==> src/rtl/tevt_uart_pkg.sv <==
package tevt_uart_pkg;
    localparam int ADDR_W  = 5;
    localparam int DATA_W  = 32;
    localparam int BYTE_W  = 8;
    localparam int N_PIN   = 4;
    localparam int N_EVT   = 4;

    localparam logic [ADDR_W-1:0] A_RXGO    = 5'h00;
    localparam logic [ADDR_W-1:0] A_RXHALT  = 5'h01;
    localparam logic [ADDR_W-1:0] A_TXGO    = 5'h02;
    localparam logic [ADDR_W-1:0] A_TXHALT  = 5'h03;
    localparam logic [ADDR_W-1:0] A_PAUSE   = 5'h04;
    localparam logic [ADDR_W-1:0] A_EV_RX   = 5'h08;
    localparam logic [ADDR_W-1:0] A_EV_TX   = 5'h09;
    localparam logic [ADDR_W-1:0] A_EV_ERR  = 5'h0A;
    localparam logic [ADDR_W-1:0] A_EV_TMO  = 5'h0B;
    localparam logic [ADDR_W-1:0] A_IE      = 5'h10;
    localparam logic [ADDR_W-1:0] A_IE_SET  = 5'h11;
    localparam logic [ADDR_W-1:0] A_IE_CLR  = 5'h12;
    localparam logic [ADDR_W-1:0] A_ERRSRC  = 5'h13;
    localparam logic [ADDR_W-1:0] A_ENABLE  = 5'h14;
    localparam logic [ADDR_W-1:0] A_PIN0    = 5'h18;
    localparam logic [ADDR_W-1:0] A_BAUD    = 5'h1C;
    localparam logic [ADDR_W-1:0] A_RXBYTE  = 5'h1D;
    localparam logic [ADDR_W-1:0] A_TXBYTE  = 5'h1E;

    localparam logic [DATA_W-1:0] UNLOCK_CODE = 32'd4;
    localparam logic [DATA_W-1:0] PIN_RST     = 32'hFFFF_FFFF;
    localparam logic [DATA_W-1:0] BAUD_RST    = 32'h0400_0000;

    typedef enum logic [0:0] {EN_LOCKED = 1'b0, EN_OPEN = 1'b1} en_state_t;
    typedef enum logic [0:0] {TX_IDLE = 1'b0, TX_PEND = 1'b1} tx_state_t;
endpackage

==> src/rtl/tevt_rx_fifo.sv <==
module tevt_rx_fifo #(
    parameter int DEPTH = 6,
    parameter int WIDTH = 8,
    localparam int PTR_W = (DEPTH > 1) ? $clog2(DEPTH) : 1,
    localparam int CNT_W = $clog2(DEPTH + 1)
) (
    input  logic             clk,
    input  logic             rst_n,
    input  logic             push,
    input  logic [WIDTH-1:0] push_data,
    input  logic             pop,
    output logic [WIDTH-1:0] head_data,
    output logic [CNT_W-1:0] fill,
    output logic             full,
    output logic             empty
);
    logic [WIDTH-1:0] mem [DEPTH];
    logic [PTR_W-1:0] head_q;
    logic [CNT_W-1:0] cnt_q;
    logic [PTR_W:0]   tail_sum;
    logic [PTR_W-1:0] tail;

    always_comb begin
        tail_sum = {1'b0, head_q} + (PTR_W+1)'(cnt_q);
        if (tail_sum >= (PTR_W+1)'(DEPTH)) tail_sum = tail_sum - (PTR_W+1)'(DEPTH);
        tail = tail_sum[PTR_W-1:0];
    end

    always_ff @(posedge clk) begin
        if (!rst_n) begin
            head_q <= '0;
            cnt_q  <= '0;
            for (int i = 0; i < DEPTH; i++) mem[i] <= '0;
        end else begin
            if (push) mem[tail] <= push_data;
            if (pop) head_q <= (head_q == PTR_W'(DEPTH-1)) ? '0 : head_q + 1'b1;
            if (push && !pop)      cnt_q <= cnt_q + 1'b1;
            else if (pop && !push) cnt_q <= cnt_q - 1'b1;
        end
    end

    assign head_data = mem[head_q];
    assign fill      = cnt_q;
    assign full      = (cnt_q == CNT_W'(DEPTH));
    assign empty     = (cnt_q == '0);
endmodule

==> src/rtl/tevt_tx_fsm.sv <==
module tevt_tx_fsm
    import tevt_uart_pkg::*;
#(
    parameter int WIDTH = 8
) (
    input  logic             clk,
    input  logic             rst_n,
    input  logic             load,
    input  logic [WIDTH-1:0] load_data,
    input  logic             tx_ready,
    output logic             tx_valid,
    output logic [WIDTH-1:0] tx_data,
    output logic             idle,
    output logic             done
);
    tx_state_t        state_q, state_d;
    logic [WIDTH-1:0] byte_q;

    always_comb begin
        state_d = state_q;
        unique case (state_q)
            TX_IDLE: if (load)     state_d = TX_PEND;
            TX_PEND: if (tx_ready) state_d = TX_IDLE;
        endcase
    end

    always_ff @(posedge clk) begin
        if (!rst_n) begin
            state_q <= TX_IDLE;
            byte_q  <= '0;
        end else begin
            state_q <= state_d;
            if (load && state_q == TX_IDLE) byte_q <= load_data;
        end
    end

    always_comb begin
        tx_valid = 1'b0;
        idle     = 1'b0;
        done     = 1'b0;
        unique case (state_q)
            TX_IDLE: idle = 1'b1;
            TX_PEND: begin
                tx_valid = 1'b1;
                done     = tx_ready;
            end
        endcase
    end

    assign tx_data = byte_q;
endmodule

==> src/rtl/tevt_irq_comb.sv <==
module tevt_irq_comb #(
    parameter int N_SRC = 4
) (
    input  logic [N_SRC-1:0] ev_nz,
    input  logic [N_SRC-1:0] mask,
    output logic             irq
);
    logic [N_SRC-1:0] hit;
    for (genvar g = 0; g < N_SRC; g++) begin : g_src
        assign hit[g] = ev_nz[g] & mask[g];
    end
    assign irq = |hit;
endmodule

==> src/rtl/tevt_uart_regs.sv <==
module tevt_uart_regs
    import tevt_uart_pkg::*;
#(
    parameter int FIFO_DEPTH = 6,
    localparam int CNT_W = $clog2(FIFO_DEPTH + 1)
) (
    input  logic              clk,
    input  logic              rst_n,
    input  logic              req_valid,
    input  logic              req_write,
    input  logic [ADDR_W-1:0] req_addr,
    input  logic [DATA_W-1:0] req_wdata,
    output logic [DATA_W-1:0] rd_data,
    output logic              tx_valid,
    output logic [BYTE_W-1:0] tx_data,
    input  logic              tx_ready,
    input  logic              rx_valid,
    input  logic [BYTE_W-1:0] rx_data,
    output logic              rx_ready,
    input  logic              line_break,
    output logic              irq
);
    en_state_t         en_q;
    logic              tx_go_q, rx_go_q;
    logic [DATA_W-1:0] ev_rx_q, ev_tx_q, ev_err_q, ev_tmo_q;
    logic [DATA_W-1:0] ie_q, errsrc_q, baud_q;
    logic [DATA_W-1:0] pin_q [N_PIN];

    logic              is_open, wr, rd, wr_ok, pop, push, tx_load;
    logic              tx_idle, tx_done, fifo_full, fifo_empty;
    logic [BYTE_W-1:0] head_byte;
    logic [CNT_W-1:0]  rx_fill;
    logic [N_EVT-1:0]  ev_nz;

    assign is_open = (en_q == EN_OPEN);
    assign wr      = req_valid & req_write;
    assign rd      = req_valid & ~req_write;
    assign wr_ok   = wr & is_open;
    assign rx_ready = rx_go_q & ~fifo_full;
    assign push    = rx_valid & rx_ready;
    assign pop     = rd & is_open & (req_addr == A_RXBYTE) & rx_go_q & ~fifo_empty;
    assign tx_load = wr_ok & (req_addr == A_TXBYTE) & tx_go_q & tx_idle;
    assign ev_nz   = {ev_tmo_q != '0, ev_err_q != '0, ev_tx_q != '0, ev_rx_q != '0};

    tevt_rx_fifo #(.DEPTH(FIFO_DEPTH), .WIDTH(BYTE_W)) u_fifo (
        .clk(clk), .rst_n(rst_n), .push(push), .push_data(rx_data), .pop(pop),
        .head_data(head_byte), .fill(rx_fill), .full(fifo_full), .empty(fifo_empty)
    );

    tevt_tx_fsm #(.WIDTH(BYTE_W)) u_tx (
        .clk(clk), .rst_n(rst_n), .load(tx_load), .load_data(req_wdata[BYTE_W-1:0]),
        .tx_ready(tx_ready), .tx_valid(tx_valid), .tx_data(tx_data),
        .idle(tx_idle), .done(tx_done)
    );

    tevt_irq_comb #(.N_SRC(N_EVT)) u_irq (
        .ev_nz(ev_nz), .mask(ie_q[N_EVT-1:0]), .irq(irq)
    );

    always_ff @(posedge clk) begin
        if (!rst_n) begin
            en_q     <= EN_LOCKED;
            tx_go_q  <= 1'b0;
            rx_go_q  <= 1'b0;
            ev_rx_q  <= '0;
            ev_tx_q  <= '0;
            ev_err_q <= '0;
            ev_tmo_q <= '0;
            ie_q     <= '0;
            errsrc_q <= '0;
            baud_q   <= BAUD_RST;
            for (int i = 0; i < N_PIN; i++) pin_q[i] <= PIN_RST;
        end else begin
            if (wr && req_addr == A_ENABLE) begin
                unique case (en_q)
                    EN_LOCKED: if (req_wdata == UNLOCK_CODE) en_q <= EN_OPEN;
                    EN_OPEN: if (req_wdata == '0) begin
                        en_q     <= EN_LOCKED;
                        tx_go_q  <= 1'b0;
                        rx_go_q  <= 1'b0;
                        ev_tmo_q <= 32'd1;
                    end
                endcase
                if (en_q == EN_LOCKED && req_wdata == '0) begin
                    tx_go_q  <= 1'b0;
                    rx_go_q  <= 1'b0;
                    ev_tmo_q <= 32'd1;
                end
            end else if (wr_ok) begin
                case (req_addr)
                    A_RXGO:   if (req_wdata == 32'd1) rx_go_q <= 1'b1;
                    A_TXGO:   if (req_wdata == 32'd1) tx_go_q <= 1'b1;
                    A_TXHALT: if (req_wdata == 32'd1) tx_go_q <= 1'b0;
                    A_RXHALT: if (req_wdata == 32'd1) begin
                        rx_go_q  <= 1'b0;
                        ev_tmo_q <= 32'd1;
                    end
                    A_PAUSE:  if (req_wdata == 32'd1) begin
                        tx_go_q  <= 1'b0;
                        rx_go_q  <= 1'b0;
                        ev_tmo_q <= 32'd1;
                    end
                    A_EV_RX:  if (req_wdata == '0) ev_rx_q <= '0;
                    A_EV_TX:  ev_tx_q  <= req_wdata;
                    A_EV_ERR: ev_err_q <= req_wdata;
                    A_EV_TMO: ev_tmo_q <= req_wdata;
                    A_IE:     ie_q <= req_wdata;
                    A_IE_SET: ie_q <= ie_q | req_wdata;
                    A_IE_CLR: ie_q <= ie_q & ~req_wdata;
                    A_ERRSRC: errsrc_q <= errsrc_q & ~req_wdata;
                    A_BAUD:   baud_q <= req_wdata;
                    default: begin
                        for (int i = 0; i < N_PIN; i++)
                            if (req_addr == A_PIN0 + ADDR_W'(i)) pin_q[i] <= req_wdata;
                    end
                endcase
            end
            if ((pop && rx_fill > CNT_W'(1)) || push) ev_rx_q <= 32'd1;
            if (tx_done) ev_tx_q <= 32'd1;
            if (line_break) begin
                errsrc_q <= errsrc_q | 32'd3;
                ev_err_q <= 32'd1;
            end
        end
    end

    always_comb begin
        rd_data = '0;
        if (rd && is_open) begin
            case (req_addr)
                A_EV_RX:  rd_data = ev_rx_q;
                A_EV_TX:  rd_data = ev_tx_q;
                A_EV_ERR: rd_data = ev_err_q;
                A_EV_TMO: rd_data = ev_tmo_q;
                A_IE, A_IE_SET, A_IE_CLR: rd_data = ie_q;
                A_ERRSRC: rd_data = errsrc_q;
                A_ENABLE: rd_data = UNLOCK_CODE;
                A_BAUD:   rd_data = baud_q;
                A_RXBYTE: rd_data = DATA_W'(head_byte);
                A_TXBYTE: rd_data = DATA_W'(tx_data);
                default: begin
                    for (int i = 0; i < N_PIN; i++)
                        if (req_addr == A_PIN0 + ADDR_W'(i)) rd_data = pin_q[i];
                end
            endcase
        end
    end
endmodule

==> config.mk <==
export PLATFORM = sky130hd
export DESIGN_NAME = tevt_uart_regs
export DESIGN_NICKNAME = d
export VERILOG_FILES = /design/src/rtl/tevt_uart_pkg.sv /design/src/rtl/tevt_rx_fifo.sv /design/src/rtl/tevt_tx_fsm.sv /design/src/rtl/tevt_irq_comb.sv /design/src/rtl/tevt_uart_regs.sv
export SDC_FILE = /design/constraint.sdc
export NUM_CORES = 1
export LEC_CHECK = 0
export BUFFER_PORTS_ARGS = -buffer_cell sky130_fd_sc_hd__buf_2
export CORE_MARGIN = 2
export CORE_UTILIZATION = 40
export CTS_BUF_LIST = sky130_fd_sc_hd__clkbuf_2
export CTS_CLUSTER_SIZE = 20
export DETAILED_ROUTE_END_ITERATION = 8
export GPL_ROUTABILITY_DRIVEN = 0
export PLACE_DENSITY_LB_ADDON = 0.15
export REMOVE_ABC_BUFFERS = 1
export SETUP_SLACK_MARGIN = 0.5
export SLEW_MARGIN = 20
export SYNTH_ARGS = -nofsm -noshare
export SYNTH_HDL_FRONTEND = slang
export SYNTH_SLANG_ARGS = --single-unit
==> constraint.sdc <==
create_clock -name clk -period 7.4 [get_ports clk]
set_input_delay 1.11 -clock clk [delete_from_list [all_inputs] [get_ports clk]]
set_output_delay 1.11 -clock clk [all_outputs]
set_load 0.05 [all_outputs]
==> impl_metrics.yaml, run 1 <==
timing:
  period_needed_ps: 5250
  min_period_over_period_pct: 71.0
  finClkSkew_ps: 118
  finalHoldViolCount: 0
  setup_viol: 0
  setup_tns_ps: 0
  slew_viol_final: 0
  rsz0062_at_grt: "no"
  fmax_ghz: 0.190
  worst_slew_pin_slew_ps: 1130
  relSlewSlack_pct: 24.8
clock_network:
  h-tree-depth: 3
  cts_hold_buf: 0
  path_clk_slew_ps: 120
  cts_resized: 0
  post-cts-setup-buffer-count: 0
  cts_made_buffers: 106
  worstSkewPairLatency_ps: 1130
  cts_root_buffer: "clkbuf_2"
  ctsLongestPathBuffers: 3
  cts_sinks: 406
  cts_tree: "yes"
detailed_routing:
  vias: 15200
  routed_wl_um: 63500
  ant_nets: 0
  routedWlPerCell_um: 24.9
  via_per_inst: 5.97
  drc: 0
  first_iter_violations: 1627
  first_pass_iters: 6
synthesis:
  yosysWarningCount: 0
  netlist_top_cells_area: "edfxtp_1 (32%), dfxtp_1 (24%), a22oi_1 (6.0%)"
  synthArstFlopShare_pct: 0
  syn_area_per_cell_um2: 10.1
  ys_ff_latch: 406
  ys_top_cells_by_count: "nand2_1 (267), dfxtp_1 (214), edfxtp_1 (192), a22oi_1 (146), clkbuf_1 (142)"
  synth_cell_types: 55
  synth_cells: 1800
  yosysTopAreaCellShare_pct: 31.8
  synth-edff-count: 192
  ys_seq_area_share_pct: 55.4
  synth_most_common_cell: "nand2_1"
  yosysTopAreaCell: "edfxtp_1"
  synth-main-ff-cell: "dfxtp_1"
  synth_area_um2: 18100
pwr:
  p_sw_uw: 1140
  power.leakage_uw: 0.00651
  p_int_uw: 3090
  clockPowerShare_pct: 39.7
  combinationalPowerShare_pct: 4.6
  cellPowerDensity_nw_per_um2: 211
  pwr-share-seq_pct: 55.7
  vdd_drop_max_mv: 0.115
  swShare_pct: 26.9
critical_path:
  cpMaxStageDelayCell: "and2_1"
  r2r-start: "u_fifo.fill[0]$_SDFFE_PN0P_"
  crit_path_end_kind: "output pin"
  crit_fanout: 17
  critPathRequiredTime_ps: 6290
  crit_path_cell_trace: "buf_2 -> nor3b_1 -> and2_1 -> buf_4 -> a22o_1 -> a221oi_1 -> a31oi_1 -> buf_2"
  crit_top_cell: "buf_2"
  cpPeakStageDelay_ps: 800
  worstSetupPathType: "in -> out"
  startpoint: "req_addr[0]"
  crit_path_start_kind: "input pin"
  critPathArrivalTime_ps: 4140
  worst_r2r_path_depth: 7
  reg2reg_setup_slack_ps: 4100
  r2r_end: "u_fifo.mem[0][0]$_SDFFCE_PN0P_"
floorplan:
  die_area_um2: 47000
  start_util_pct: 40.7
  ios: 95
  core_um2: 44500
  fp.dieH_um: 217
  die_x_um: 217
  rows: 77
grt:
  grtUsageTotal_pct: 26.9
  grt_max_degree: 129
  antenna_found_initial: 3
  overflow: 0
  grt_pass1_wl_um: 95400
  grt_pass1_vias: 14900
cells_and_area:
  nNetsFinal: 1922
  syn_to_final_growth_pct: 10.6
  drive_gt1_share_pct: 18.6
  multi_input_area_um2: 7390
  nFillCells: 4372
  register_area_um2: 10000
  final_cells: 2547
hold_path:
  min_from: "tx_ready"
  hold_depth: 3
  min_to: "ev_tx_q[0]$_SDFFE_PN0P_"
  min_path_type: "in -> reg"
status:
  outcome: "finished clean"
placed_design:
  placed_cells_incl_taps: 2344
  port_buffers: 94
  dpl.hpwl_um: 38500
flow_run:
  drv_cap: 0
## logic make-up after synthesis
logic type	count (synthesis)	synth area share [%]
muxes	72	5.14
and+or+nand+nor	688	18.8
adders and majority gates	10	0.732
DFF	406	55.4
buffers and inverters	196	4.47
AOI/OAI and AO/OA	421	15.0
xor gates and xnor gates	7	0.338
## worst max-delay path: cells and delay by family
| family | cells | cell delay (ps) |
|---|---|---|
| AOI/OAI and AO/OA | 3 | 610 |
| buffers and inverters | 3 | 1030 |
| and+or+nand+nor | 2 | 1370 |
## cells in the final DEF, fill, tap and decap left out, drive strengths merged, types with 20 or more instances in the layout
master  instances
a21oi         141
a22o           20
a22oi         146
a31oi          31
and2           36
and3           33
buf           131
clkbuf        179
dfxtp         214
edfxtp        192
mux2i          47
nand2         267
nand3          66
nor2           70
nor4           36
o21ai          47
or3           130
## area by class of cell
type                       count  share of cell area, %
timing repair buffer         131                   3.75
inverter                      17                  0.318
tap                          592                   3.70
sequential                   406                   50.1
multi-input combinational   1198                   36.9
clock buffer                 179                   4.47
clock inverter                21                  0.718
antenna                        3                 0.0375
## metrics by stage
step / worst slack, ps / util [%] / hold slack (ps) / total power (uW) / area (um2)
after floorplan: 2320 / - / 410 / 2470 / 17400
after global placement: 2100 / 42.7 / 419 / 2590 / 19000
after detailed placement: 2060 / 42.7 / 424 / 2590 / 19000
after CTS: 2050 / 45.0 / 214 / 4250 / 20000
after global routing: 2010 / 45.0 / 225 / 4390 / 20000
final: 2150 / 45.0 / 315 / 4230 / 20000
## power by group through the flow
stage,sequential [uW],clock [uW],combinational [uW]
final,2350,1680,193
after global routing,2360,1830,203
after CTS,2350,1710,189
after detailed placement,2410,0,189
after global placement,2410,0,187
after floorplan,2410,0,64.5
## sequential cells by signal, indices dropped and copies added (netlist names), 3 cells and up, named ones only
register / count
baud_q: 32
errsrc_q: 32
ev_err_q: 32
ev_tmo_q: 32
ev_tx_q: 32
ie_q: 32
pin_q: 128
u_fifo.fill: 3
u_fifo.head_q: 3
u_fifo.mem: 64
u_tx.tx_data: 8
## worst max path at each step
stage	endpoint	slack, ps
global route	rd_data[24]	2010
floorplan	rd_data[2]	2320
finish	rd_data[27]	2150
global placement	rd_data[2]	2100
CTS	rd_data[2]	2050
detailed placement	rd_data[2]	2060
## per-layer routing
metal  wire length, um  GRT usage (%)
met1             26900           37.0
met2             29500           42.6
met3              5460           5.39
met4              1620           9.04
met5                 0              0
Power figures use the tool's default switching activity.
==> run 2, diff against run 1 <==
==> constraint.sdc (replaced) <==
create_clock -name clk -period 4.51 [get_ports clk]
set_input_delay 0.6765 -clock clk [delete_from_list [all_inputs] [get_ports clk]]
set_output_delay 0.6765 -clock clk [all_outputs]
set_load 0.05 [all_outputs]
==> run 2 against run 1 <==
Against the previous run:
- design area rose by 2.8%
- clock skew fell by 49 ps
- sequential cell count did not move
==> impl_metrics.yaml, run 2 (synthesized netlist as in run 1, its figures left out) <==
timing:
  setup_viol: 0
  setup_tns_ps: 0
  fmax_ghz: 0.262
  relSlewSlack_pct: 33.1
  min_period_over_period_pct: 84.8
  finClkSkew_ps: 68.3
  slew_viol_final: 0
  worst_slew_pin_slew_ps: 994
  finalHoldViolCount: 0
  finalHoldWorstSlack_ps: 148
  period_needed_ps: 3820
  finalWorstSetupSlack_ps: 688
  rsz0062_at_grt: "no"
cells_and_area:
  nFillCells: 4286
  multi_input_area_um2: 7390
  largest_register_ff_count: 128
  register_area_um2: 10100
  syn_to_final_growth_pct: 13.7
  mostFrequentLayoutCell: "nand2_1"
  final_cell_mix: "nand2_1 (266), dfxtp_1 (213), edfxtp_1 (192), clkbuf_2 (180), a22oi_1 (146)"
  max_flop_register: "pin_q"
  nNetsFinal: 1986
  largestRegisters: "pin_q: 128 flops, u_fifo.mem: 64 flops"
  drive_gt1_share_pct: 19.0
clock_network:
  cts_sinks: 406
  worstSkewPairLatency_ps: 1130
  cts_made_buffers: 108
  cts_root_buffer: "clkbuf_2"
  ctsLongestPathBuffers: 3
  path_clk_slew_ps: 90
  cts_tree: "yes"
  h-tree-depth: 3
critical_path:
  worstSetupPathType: "in -> out"
  crit_path_end_kind: "output pin"
  critPathTopFamily: "buffers and inverters"
  reg2reg_setup_slack_ps: 1460
  critPathArrivalTime_ps: 3150
  crit_path_cell_trace: "buf_2 -> nor3b_1 -> and2_1 -> buf_4 -> a22o_1 -> a2111oi_0 -> a31oi_1 -> buf_2"
  crit_top_cell: "buf_2"
  crit_fanout: 23
  cpPeakStageDelay_ps: 650
  path_buf_inv: 3
  cpMaxStageDelayCell: "nor3b_1"
  crit_path_start_kind: "input pin"
  critPathRequiredTime_ps: 3830
placed_design:
  dpl.hpwl_um: 39100
  place_ws_ps: 668
  port_buffers: 94
detailed_routing:
  routed-wl-met3_um: 5220
  ant_nets: 0
  wl_met1_um: 26400
  wl_met2_um: 29800
  topRoutingLayerUsed: "met4"
  first_iter_violations: 1377
  first_pass_iters: 5
  vias: 15300
  via_per_inst: 5.85
  drc: 0
  routedWlPerCell_um: 24.3
  routed_wl_um: 63400
floorplan:
  fp.dieH_um: 217
  start_util_pct: 40.7
  rows: 77
  core_um2: 44500
  die_x_um: 217
  ios: 95
  die_area_um2: 47000
flow_run:
  drv_cap: 0
hold_path:
  min_path_type: "in -> reg"
grt:
  grt_max_degree: 129
  grtUsageTotal_pct: 27.1
  grt_pass1_vias: 15400
  grt_pass1_wl_um: 96300
  overflow: 0
  antenna_found_initial: 1
pwr:
  power.leakage_uw: 0.00680
  vdd_drop_max_mv: 0.164
  cellPowerDensity_nw_per_um2: 331
status:
  outcome: "finished clean"
## run 2: changes by cell type in the layout (fill, tap and decap cells not counted), sizes merged, moves of 2 or more
cell	before	now
buf	131	147
clkinvlp	2	0
dlygate4sd3	0	46
inv	18	23
diode	3	1
bufinv	2	0
## run 2: report_power, final
| group | internal, uW | total (uW) | switching, uW |
|---|---|---|---|
| Sequential | 3860 | 3860 | 5.67 |
| Combinational | 95.5 | 350 | 255 |
| Clock | 1040 | 2610 | 1570 |
## run 2: final cells by class
| type | instances | share of cell area (%) |
|---|---|---|
| Sequential cell | 406 | 48.8 |
| Multi-Input combinational cell | 1198 | 35.9 |
| Timing Repair Buffer | 193 | 6.66 |
| Clock buffer | 180 | 4.37 |
| Tap cell | 592 | 3.59 |
| Clock inverter | 23 | 0.419 |
| Inverter | 17 | 0.310 |
| Antenna cell | 1 | 0.0121 |
## run 2: worst paths after layout
path,startpoint,end,depth (start not counted)
worst max-delay path,req_addr[0],rd_data[1],8
worst min-delay path,req_addr[3],rx_go_q$_SDFFE_PN0P_,6
worst max register to register,u_fifo.fill[0]$_SDFFE_PN0P_,u_fifo.mem[3][1]$_SDFFCE_PN0P_,6
worst min register to register,errsrc_q[10]$_SDFFE_PN0P_,errsrc_q[10]$_SDFFE_PN0P_,2
## run 2: timing repair
action,CTS,global route
setup buffers,0,0
resized for setup,2,3
endpoints found under the hold margin,313,0
setup endpoints to repair,6,3
hold buffers,46,0
## run 2: layer usage
layer  GRT usage, %  vias to the layer above
met1           35.5                     7483
met5              0                        -
met3           5.90                      118
met4           11.2                        0
li1               -                     6990
met2           43.5                      674
## run 2: worst reg2reg max path: cells and delay by family (launching register included)
| family | cells | cell delay, ps |
|---|---|---|
| AND/OR/NAND/NOR | 3 | 1600 |
| flip-flops | 1 | 450 |
| AO/OA/AOI/OAI | 1 | 310 |
| adder cells (fa/ha/maj) | 1 | 210 |
| buffers and inverters | 1 | 130 |
## run 2: through the flow
stage / cells / area [um2] / total power, uW / util (%)
CTS: 2609 / 20600 / 6890 / 46.3
finish: 2610 / 20600 / 6830 / 46.3
detailed placement: 2360 / 19100 / 4260 / 43.0
global placement: 2360 / 19100 / 4260 / 43.0
global route: 2610 / 20600 / 7110 / 46.3
floorplan: 1621 / 17400 / 4050 / -
==> run 3, diff against run 2 <==
==> constraint.sdc (replaced) <==
create_clock -name clk -period 3.35 [get_ports clk]
set_input_delay 0.5025 -clock clk [delete_from_list [all_inputs] [get_ports clk]]
set_output_delay 0.5025 -clock clk [all_outputs]
set_load 0.05 [all_outputs]
==> run 3 against run 2 <==
Against the previous run:
- the run now ends with setup timing left
- non-clock buffer count increased by 85
- wire length rose by 6.5%
- largest power group unchanged
- register-to-register slack worse by 760 ps
- first-iteration DRC count increased by 34%
- sequential power up 35%
- combinational power is 58% higher
- die area unchanged
- highest routed layer unchanged
- clock power rose by 39%
- worst hold slack worse by 72 ps
- sequential cell count unchanged
==> impl_metrics.yaml, run 3 (synthesized netlist as in run 1, its figures left out) <==
cells_and_area:
  final_cell_area_um2: 22800
  syn_to_final_growth_pct: 26.0
  largest_register_ff_count: 128
  drive_gt1_share_pct: 26.2
  largestRegisters: "pin_q: 128 flops, u_fifo.mem: 64 flops"
  multi_input_area_um2: 8290
  nFillCells: 4177
  nNetsFinal: 2069
  final_cell_mix: "nand2_1 (258), dfxtp_1 (195), edfxtp_1 (192), clkbuf_2 (176), a22oi_1 (143)"
  register_area_um2: 10100
  final_cells: 2694
  max_flop_register: "pin_q"
  mostFrequentLayoutCell: "nand2_1"
placed_design:
  place_area_um2: 19800
  port_buffers: 94
  placed_cells_incl_taps: 2414
  dpl.hpwl_um: 41500
grt:
  overflow: 0
  grtUsageTotal_pct: 28.7
  grt_pass1_wl_um: 101000
  grt_max_degree: 75
  antenna_found_initial: 3
  grt_pass1_vias: 15600
timing:
  period_needed_ps: 3510
  slew_viol_final: 0
  min_period_over_period_pct: 105
  setup_tns_ps: -928
  rsz0062_at_grt: "yes"
  finalWorstSetupSlack_ps: -160
  finClkSkew_ps: 76.6
  finalHoldViolCount: 0
  worst_slew_pin_slew_ps: 764
  finalHoldWorstSlack_ps: 76.6
  relSlewSlack_pct: 47.8
  fmax_ghz: 0.285
  setup_viol: 8
hold_path:
  min_from: "req_addr[4]"
  min_path_type: "in -> reg"
detailed_routing:
  first_pass_iters: 6
  via_per_inst: 5.95
  ant_nets: 0
  routedWlPerCell_um: 25.1
  drc: 0
  vias: 16000
  routed_wl_um: 67600
  first_iter_violations: 1839
floorplan:
  rows: 77
  fp.dieH_um: 217
  die_x_um: 217
  ios: 95
  start_util_pct: 40.7
  die_area_um2: 47000
  core_um2: 44500
status:
  failed_checks: "setup timing"
  outcome: "finished, violations left"
critical_path:
  cpMaxStageDelayCell: "mux4_2"
  critPathArrivalTime_ps: 3010
  crit_path_cell_trace: "buf_12 -> buf_4 -> mux4_2 -> mux2_2 -> nand2_2 -> a31oi_4 -> buf_12"
  r2r-start: "u_fifo.fill[0]$_SDFFE_PN0P_"
  crit_path_start_kind: "register"
  critPathTopFamily: "multiplexers"
  critPathRequiredTime_ps: 2850
  crit_fanout: 8
  reg2reg_setup_slack_ps: 700
  worstSetupPathType: "reg -> out"
  crit_path_end_kind: "output pin"
  path_buf_inv: 3
  crit_top_cell: "buf_12"
  cpPeakStageDelay_ps: 500
clock_network:
  worstSkewPairLatency_ps: 1170
  cts_made_buffers: 106
  cts_root_buffer: "clkbuf_2"
  h-tree-depth: 3
  ctsLongestPathBuffers: 3
  cts_tree: "yes"
  cts_sinks: 406
  path_clk_slew_ps: 100
pwr:
  cellPowerDensity_nw_per_um2: 411
  power.leakage_uw: 0.00759
  vdd_drop_max_mv: 0.279
flow_run:
  drv_cap: 0
-- run 3: changes by cell type in the layout (fill, tap and decap cells not counted), sizes merged --
cell and delta:
bufinv +1, clkinv +1, buf +72, clkinvlp +1, clkbuf -2, dlygate4sd3 +10
inv -3, bufbuf +1, diode +3
-- run 3: what timing repair did --
item / in CTS / in global routing
hold endpoints to repair: 401 / 0
pin swaps: 21 / 14
buffers inserted: 6 / 10
setup endpoints to repair: 34 / 42
hold buffers: 56 / 0
gates cloned: 4 / 1
resized for setup: 171 / 48
-- run 3: final cells by class --
class	instances	share of cell area, %
antenna	4	0.0438
sequential	406	44.2
timing repair buffer	278	11.5
tap	592	3.24
multi-input combinational	1198	36.3
clock inverter	23	0.603
clock buffer	176	3.86
inverter	17	0.279
-- run 3: routing by layer --
metal	track usage, %	up-vias	share of wire [%]
li1	-	7143	-
met1	38.5	7862	41
met2	45.3	888	47
met3	6.44	126	9.2
met4	10.9	0	3.1
met5	0	-	0
-- run 3: power by group --
group | leakage (uW) | switching [uW] | total, uW | internal [uW]
Combinational | 0.00352 | 384 | 552 | 168
Sequential | 0.00328 | 8.06 | 5200 | 5190
Clock | 0.000792 | 2160 | 3630 | 1470
Total | 0.00759 | 2560 | 9380 | 6830
-- run 3: worst paths after layout --
| kind | to | depth (start not counted) |
|---|---|---|
| setup / recovery | rd_data[3] | 7 |
| setup reg to reg | u_fifo.mem[0][5]$_SDFFCE_PN0P_ | 7 |
| hold / removal | ev_tmo_q[0]$_SDFFE_PN0P_ | 6 |
| hold reg to reg | errsrc_q[30]$_SDFFE_PN0P_ | 2 |
-- run 3: tightest hold or removal path, stage by stage --
cell,delay (ps)
buf_2,120
nor2b_1,50
buf_4,170
nand2_1,150
o21ai_0,100
mux2i_1,120
-- run 3: through the flow --
stage                     setup WS, ps  utilization, %  total power, uW
after CTS                         -250            50.4             9420
after floorplan                   -973               -             5460
after global routing              -291            51.3             9770
final                             -160            51.3             9380
after detailed placement         -62.3            44.6             5780
after global placement           -84.4            44.6             5770
